--- config.mk ---
export PLATFORM = sky130hd
export DESIGN_NAME = bus_wait_gen
export DESIGN_NICKNAME = d
export VERILOG_FILES = /design/src/rtl/bwg_pkg.sv /design/src/rtl/bwg_sync.sv /design/src/rtl/bwg_class_sel.sv /design/src/rtl/bwg_phase_fsm.sv /design/src/rtl/bwg_wait_ctl.sv /design/src/rtl/bus_wait_gen.sv
export SDC_FILE = /design/constraint.sdc
export NUM_CORES = 1
export LEC_CHECK = 0
export BUFFER_PORTS_ARGS = -buffer_cell sky130_fd_sc_hd__buf_4
export CORE_MARGIN = 5
export CORE_UTILIZATION = 30
export DETAILED_ROUTE_END_ITERATION = 8
export SYNTH_ARGS = -nofsm -noshare
export SYNTH_HDL_FRONTEND = slang
export SYNTH_SLANG_ARGS = --single-unit
--- constraint.sdc ---
create_clock -name clk -period 2.4 [get_ports clk]
set_clock_uncertainty 0.2 [all_clocks]
set_input_delay 0.36 -clock clk [delete_from_list [all_inputs] [get_ports clk]]
set_output_delay 0.36 -clock clk [all_outputs]
set_load 0.02 [all_outputs]
--- src/rtl/bwg_pkg.sv ---
package bwg_pkg;

  typedef enum logic [2:0] {
    PH_IDLE = 3'd0,
    PH_T1   = 3'd1,
    PH_T2   = 3'd2,
    PH_T3   = 3'd3,
    PH_TW   = 3'd4,
    PH_T4   = 3'd5
  } phase_e;

  typedef enum logic [2:0] {
    DC_NONE = 3'd0,
    DC_RAM  = 3'd1,
    DC_ROM  = 3'd2,
    DC_IO   = 3'd3,
    DC_OFF  = 3'd4
  } dev_cls_e;

  function automatic logic may_launch(phase_e p);
    return (p == PH_IDLE) || (p == PH_T4);
  endfunction

  function automatic logic in_wait_window(phase_e p);
    return (p == PH_T3) || (p == PH_TW);
  endfunction

endpackage

--- src/rtl/bwg_sync.sv ---
module bwg_sync #(
  parameter int STAGES = 2
) (
  input  logic clk,
  input  logic rst_n,
  input  logic d,
  output logic q
);

  logic [STAGES-1:0] sh_q;

  generate
    if (STAGES == 1) begin : g_single
      always_ff @(posedge clk or negedge rst_n) begin
        if (!rst_n) sh_q <= '0;
        else        sh_q <= d;
      end
    end else begin : g_chain
      always_ff @(posedge clk or negedge rst_n) begin
        if (!rst_n) sh_q <= '0;
        else        sh_q <= {sh_q[STAGES-2:0], d};
      end
    end
  endgenerate

  assign q = sh_q[STAGES-1];

endmodule

--- src/rtl/bwg_class_sel.sv ---
module bwg_class_sel
  import bwg_pkg::*;
(
  input  logic       ram_sel,
  input  logic       rom_sel,
  input  logic       io_sel,
  input  logic       offboard,
  input  logic       ram_two_ws,
  input  logic       rom_two_ws,
  input  logic       io_two_ws,
  output dev_cls_e   cls,
  output logic [1:0] need
);

  always_comb begin
    cls  = DC_NONE;
    need = 2'd0;
    if (ram_sel) begin
      cls  = DC_RAM;
      need = ram_two_ws ? 2'd2 : 2'd1;
    end else if (rom_sel) begin
      cls  = DC_ROM;
      need = rom_two_ws ? 2'd2 : 2'd1;
    end else if (io_sel) begin
      cls  = DC_IO;
      need = io_two_ws ? 2'd2 : 2'd1;
    end else if (offboard) begin
      cls  = DC_OFF;
      need = 2'd0;
    end
  end

endmodule

--- src/rtl/bwg_phase_fsm.sv ---
module bwg_phase_fsm
  import bwg_pkg::*;
(
  input  logic   clk,
  input  logic   rst_n,
  input  logic   cyc_start,
  input  logic   ready,
  output phase_e phase,
  output logic   launch
);

  phase_e phase_q, phase_d;

  assign launch = cyc_start && may_launch(phase_q);

  always_comb begin
    phase_d = phase_q;
    unique case (phase_q)
      PH_IDLE:      phase_d = launch ? PH_T1 : PH_IDLE;
      PH_T1:        phase_d = PH_T2;
      PH_T2:        phase_d = PH_T3;
      PH_T3, PH_TW: phase_d = ready ? PH_T4 : PH_TW;
      PH_T4:        phase_d = launch ? PH_T1 : PH_IDLE;
      default:      phase_d = PH_IDLE;
    endcase
  end

  always_ff @(posedge clk or negedge rst_n) begin
    if (!rst_n) phase_q <= PH_IDLE;
    else        phase_q <= phase_d;
  end

  assign phase = phase_q;

endmodule

--- src/rtl/bwg_wait_ctl.sv ---
module bwg_wait_ctl
  import bwg_pkg::*;
#(
  parameter int TMO_LIMIT = 600,
  parameter int TMO_W     = 10
) (
  input  logic       clk,
  input  logic       rst_n,
  input  phase_e     phase,
  input  logic       launch,
  input  dev_cls_e   cls_in,
  input  logic [1:0] need_in,
  input  logic       ack_s,
  output logic       ready,
  output logic       tmo_err
);

  localparam logic [TMO_W-1:0] TMO_LAST = TMO_W'(TMO_LIMIT - 1);

  dev_cls_e         cls_q;
  logic [1:0]       need_q;
  logic [1:0]       wcnt_q;
  logic [TMO_W-1:0] tcnt_q;
  logic             tmo_q;

  logic off_c;
  logic onb_done;
  logic tmo_hit;

  assign off_c = (cls_q == DC_OFF);

  // On-board: T3 ends the wait only when no Tw is needed; Tw number k (0-based) ends it once k+1 reaches the need.
  always_comb begin
    if (phase == PH_T3) onb_done = (need_q == 2'd0);
    else                onb_done = (({1'b0, wcnt_q} + 3'd1) >= {1'b0, need_q});
  end

  assign tmo_hit = off_c && (phase == PH_TW) && !ack_s && (tcnt_q == TMO_LAST);

  assign ready = in_wait_window(phase) && (off_c ? (ack_s || tmo_hit) : onb_done);

  always_ff @(posedge clk or negedge rst_n) begin
    if (!rst_n) begin
      cls_q  <= DC_NONE;
      need_q <= 2'd0;
      wcnt_q <= 2'd0;
      tcnt_q <= '0;
      tmo_q  <= 1'b0;
    end else begin
      tmo_q <= tmo_hit;
      if (launch) begin
        cls_q  <= cls_in;
        need_q <= need_in;
        wcnt_q <= 2'd0;
        tcnt_q <= '0;
      end else if (phase == PH_TW) begin
        if (wcnt_q != 2'd3) wcnt_q <= wcnt_q + 2'd1;
        if (off_c && (tcnt_q != TMO_LAST)) tcnt_q <= tcnt_q + 1'b1;
      end
    end
  end

  assign tmo_err = tmo_q;

endmodule

--- src/rtl/bus_wait_gen.sv ---
module bus_wait_gen
  import bwg_pkg::*;
#(
  parameter int SYNC_STAGES = 2,
  parameter int TMO_LIMIT   = 600
) (
  input  logic       clk,
  input  logic       rst_n,
  input  logic       cyc_start,
  input  logic       ram_sel,
  input  logic       rom_sel,
  input  logic       io_sel,
  input  logic       offboard,
  input  logic       ram_two_ws,
  input  logic       rom_two_ws,
  input  logic       io_two_ws,
  input  logic       ack_in,
  output logic       ready,
  output logic       cmd_act,
  output logic       tmo_err,
  output logic [2:0] phase
);

  localparam int TMO_W = $clog2(TMO_LIMIT + 1);

  phase_e     phase_w;
  logic       launch_w;
  logic       ack_s;
  dev_cls_e   cls_w;
  logic [1:0] need_w;
  logic       ready_w;

  bwg_sync #(.STAGES(SYNC_STAGES)) u_ack_sync (
    .clk   (clk),
    .rst_n (rst_n),
    .d     (ack_in),
    .q     (ack_s)
  );

  bwg_class_sel u_class_sel (
    .ram_sel    (ram_sel),
    .rom_sel    (rom_sel),
    .io_sel     (io_sel),
    .offboard   (offboard),
    .ram_two_ws (ram_two_ws),
    .rom_two_ws (rom_two_ws),
    .io_two_ws  (io_two_ws),
    .cls        (cls_w),
    .need       (need_w)
  );

  bwg_phase_fsm u_fsm (
    .clk       (clk),
    .rst_n     (rst_n),
    .cyc_start (cyc_start),
    .ready     (ready_w),
    .phase     (phase_w),
    .launch    (launch_w)
  );

  bwg_wait_ctl #(.TMO_LIMIT(TMO_LIMIT), .TMO_W(TMO_W)) u_wait (
    .clk     (clk),
    .rst_n   (rst_n),
    .phase   (phase_w),
    .launch  (launch_w),
    .cls_in  (cls_w),
    .need_in (need_w),
    .ack_s   (ack_s),
    .ready   (ready_w),
    .tmo_err (tmo_err)
  );

  assign ready   = ready_w;
  assign cmd_act = in_wait_window(phase_w);
  assign phase   = phase_w;

endmodule

## Word level (Yosys, flattened, before mapping)

Index checks and enable logic that the tools add are counted.

| operators by class | value |
|---|---|
| add/sub/neg operators | 3 |
| multipliers | 0 |
| divide/modulo/power cells | 0 |
| order comparisons | 1 |
| equality and inequality tests | 9 |
| shift-type cells | 0 |
| mux-type cells | 21 |
| bitwise logic cells | 0 |
| reductions and logical operators | 19 |

Operators with widths:

| operator | count |
|---|---|
| $mux W10 | 3 |
| $mux W2 | 9 |
| $mux W3 | 4 |
| $pmux W3 S4 | 1 |
| $add A10 B1 Y10 const B | 1 |
| $eq A10 B10 Y1 const B | 1 |
| $ne A10 B10 Y1 const B | 1 |
| $eq A3 B3 Y1 const B | 3 |
| $eq A3 B2 Y1 const B | 2 |
| $logic_and A1 B1 Y1 | 6 |
| $reduce_bool A2 Y1 | 3 |
| $mux W1 | 4 |
| $reduce_and A2 Y1 | 2 |
| $reduce_or A2 Y1 | 2 |
| $add A2 B1 Y3 const B | 1 |
| $eq A3 B1 Y1 const B | 1 |
| $ge A3 B2 Y1 | 1 |
| $logic_not A3 Y1 | 1 |
| $logic_or A1 B1 Y1 | 3 |
| $add A2 B1 Y2 const B | 1 |
| $logic_not A2 Y1 | 1 |
| $ne A2 B2 Y1 const B | 1 |
| $logic_not A1 Y1 | 1 |

| word-level totals | value |
|---|---|
| flip-flop bits (word level) | 23 |
| latch bits | 0 |
| bits in writable memories | 0 |
| ROM bits | 0 |
| bits of input ports | 11 |
| output and inout bits | 6 |
| word-level logic and storage cells | 60 |
| memories kept | 0 |

## Longest topological paths before layout

| logic depth | value |
|---|---|
| depth after elaboration | 9 |
| gate-level depth with buffers | 6 |

## Cells and area by module

A second synthesis with hierarchy kept.

| second synthesis, totals | value |
|---|---|
| cell total of the unflattened synthesis | 136 |
| area total of the unflattened synthesis | 1350.0 sq um |

By module, submodules not included:

| module | times used | cells an instance | area each (sq um) |
|---|---|---|---|
| bwg_wait_ctl | 1 | 101 | 1019.7 |
| bwg_phase_fsm | 1 | 17 | 180.2 |
| bwg_class_sel | 1 | 13 | 77.6 |
| bwg_sync | 1 | 2 | 50.0 |
| bus_wait_gen | 1 | 3 | 22.5 |

## Least setup slack after synthesis

Ideal clock, no wire load.

| timing path | value |
|---|---|
| path kind | reg2out |
| from | register u_wait.wcnt_q[0] |
| to | output ready |
| arrival time | 1.851 ns |
| required time | 1.840 ns |
| setup slack | -0.011 ns |
| cell stages (with the launch flop) | 5 |
| path buffers | 0 |
| cells stage by stage | dfrtp_1 > inv_1 > fa_1 > o311a_1 > a211oi_1 |

| on the way | value |
|---|---|
| cells in the longest elaborated chain, start to end | 5 |

RTL lines:

| what | RTL line | RTL |
|---|---|---|
| start: declaration | bwg_wait_ctl.sv:22 | `logic [1:0] wcnt_q;` |
| start signal: assignment | bwg_wait_ctl.sv:57 | `if (wcnt_q != 2'd3) wcnt_q <= wcnt_q + 2'd1;` |
| $add A2 B1 Y3 | bwg_wait_ctl.sv:35 | `else onb_done = (({1'b0, wcnt_q} + 3'd1) >= {1'b0, need_q});` |
| $ge A3 B2 Y1 | bwg_wait_ctl.sv:35 |  |
| $mux W1 | bwg_wait_ctl.sv:34 | `if (phase == PH_T3) onb_done = (need_q == 2'd0);` |
| $mux W1 | bwg_wait_ctl.sv:40 | `assign ready = in_wait_window(phase) && (off_c ? (ack_s \|\| tmo_hit) : onb_done);` |
| $logic_and A1 B1 Y1 | bwg_wait_ctl.sv:40 |  |
| end: declaration | bus_wait_gen.sv:18 | `output logic ready,` |

No other way between the ends.

## Worst setup path after layout

Same ends and word-level chain as after synthesis.

==> results.ini <==
[setup_path]
critical-path-slowest-cell=fa_1
crit_family=compound AO/OA/AOI/OAI gates
path_cells=inv_2, fa_1, o311a_1, a211oi_2, buf_4
r2r_cells=9
criticalPathCategory=reg2out
endpoint_kind=primary output
cp_data_arrival_time_ns=1.85
slowest_delay_ns=0.45
reg2reg_slack_ns=0.18
required_ns=1.84
cp_num_cells=5
cp-start-kind=flip-flop
crit_buf_inv=2
cp_max_fo=2

[clock_network]
htreeDepth=1
cts_tree=done
cts_root_buffer=clkbuf_8
numCtsBuffers=3
worstSkewPairLatency_ns=0.26
clkTransAtPathRegs_ns=0.08
clock-sinks=23
clock_path_buffers=2

[logic_synthesis]
synthFlopType=dfrtp_1
synth_area_um2=1254
synth_cells=132
synth_cell_type_count=41
synth_nets=147
yosysWarnings=0
ys_ff_latch=23
postSynthAreaPerCell_um2=9.498
async_flop_share=1.000
synth_edf_count=0
synth-seq-area-share=0.4591

[finish]
num_antenna_cells=0
area_delta_synth_final_pct=27.05
post_route_cells_drive_above_1_share=0.2688
nets=176
post-route-util=0.3953
stdcell_count=210
fill_cells=413

[global_routing]
grt_usage=0.1141
grt_overflow_total=0
grt_pass1_wl_um=4981
grt_start_max_net_pins=24
grt_pass1_vias=1142
antenna_found_initial=0

[die]
row_count=23
placeableCoreArea_um2=4029
boundaryPins=17
die-area_um2=5572
die_y_um=74.65
initial_core_util=0.3112
die_w_um=74.65

[place]
dpl.cell_count=197
hpwl_um=2066
port_buffers=16
routabilityCongestion=0.8215

[detailed_routing]
drt_iter0_markers=72
via_count=1068
vias_per_cell=5.086
wl_um=2800
drc=0
first_pass_iters=4
wl_per_cell_um=13.33
ant_nets=0

[power_and_ir_drop]
ir_drop_uv=532.5
p_per_area_nw_per_um2=908.2
p_leak_nw=0.6957

[min_path]
worstHoldPathCells=2
holdCritPathClass=in2reg

[sta]
fmax_ghz=0.4152
slew_violations=0
finalHoldViolCount=0
fin_ws_ns=-0.008364
timing.setup.tns_ns=-0.008364
tightest_slew_ns=0.4837
maxSlewHeadroom=0.6775
hold_slack_ns=0.1255
setup_viol=1
final.min_clock_period_ns=2.408
rsz0062_at_grt=true
period_share=1.003

[status]
failed_checks=setup timing
outcome=complete, but fails checks

[job]
drv_cap=0

-- layer usage --
metal	up-vias	GRT usage	routed length, um
met4	0	0.01779	13
met1	512	0.1364	1245
met2	20	0.2059	1407
li1	531	-	-
met3	5	0.03471	133
met5	-	0	0
-- path summary, 6_finish.rpt --
path | startpoint | end
hold reg to reg | u_ack_sync.sh_q[0] | u_ack_sync.sh_q[1]
max in group asynchronous | rst_n | u_wait.wcnt_q[0]
hold / removal | ram_sel | u_wait.cls_q[1]
min in group asynchronous | rst_n | u_wait.tcnt_q[0]
setup reg to reg | u_wait.wcnt_q[0] | u_fsm.phase[0]
setup / recovery | u_wait.wcnt_q[0] | ready
-- kinds of logic (layout without fill, tap and decap cells) --
family	Yosys count	after routing	synth area share
adder cells (fa/ha/maj)	4	4	0.04591
AND/OR/NAND/NOR	62	62	0.2864
AO/OA/AOI/OAI	31	31	0.1447
flip-flops	23	23	0.4591
multiplexers	1	1	0.007984
XOR/XNOR	4	4	0.02795
buffers and inverters	7	35	0.02794
-- layout make-up --
cell class                      count  area, um^2  area share
Clock buffer                        4       45.04     0.02828
Inverter                            3       11.26    0.007070
Multi-Input combinational cell    102       679.4      0.4266
Sequential cell                    23       575.6      0.3614
Tap cell                           50       62.56     0.03928
Timing Repair Buffer               28       219.0      0.1375
-- cell usage in the layout (no fill, tap or decap), types with 3 or more instances in the layout --
cell / n
o21ai_0: 10
o31ai_1: 4
nand2_1: 18
nor2b_1: 3
xnor2_1: 3
a21oi_1: 12
buf_4: 25
or2_2: 3
or4_1: 3
clkbuf_8: 3
nand3_1: 5
dfrtp_1: 23
nor2_1: 7
-- Yosys cell counts (3+ instances only) --
library cell	count	share of area
a21oi_1	12	0.048
dfrtp_1	23	0.46
ha_1	3	0.030
inv_1	3	0.0090
nand2_1	18	0.054
nand3_1	5	0.020
nor2_1	7	0.021
nor2b_1	3	0.015
o21ai_0	10	0.040
o31ai_1	4	0.024
or2_2	3	0.015
or4_1	3	0.018
xnor2_1	3	0.021
-- sequential cells by signal, summed over array words and instances (netlist names) --
name / count
u_wait.need_q: 2
u_fsm.phase: 3
u_wait.tmo_err: 1
u_wait.tcnt_q: 10
u_wait.wcnt_q: 2
u_wait.cls_q: 3
u_ack_sync.sh_q: 2
-- power breakdown --
group | switching, mW | internal, mW | leakage [nW]
Combinational | 0.351 | 0.336 | 0.367
Clock | 0.124 | 0.118 | 0.0228
Sequential | 0.0531 | 0.464 | 0.306
-- stage by stage --
stage | total power, mW | worst slack, ns | instance area (um^2)
floorplan | 0.8890 | 0.1448 | 1259
global placement | 1.054 | 0.1585 | 1440
detailed placement | 1.085 | 0.1118 | 1440
CTS | 1.417 | 0.000001443 | 1558
global route | 1.560 | -0.08435 | 1593
finish | 1.447 | -0.008364 | 1593
-- timing repair --
| action | in CTS | in global routing |
|---|---|---|
| hold buffers | 2 | 0 |
| endpoints found under the hold margin | 24 | 0 |
| pin swaps | 3 | 0 |
| gates resized for setup | 0 | 7 |
| setup buffers | 7 | 1 |
| endpoints found under the setup margin | 1 | 2 |
Power figures use the tool's default switching activity.
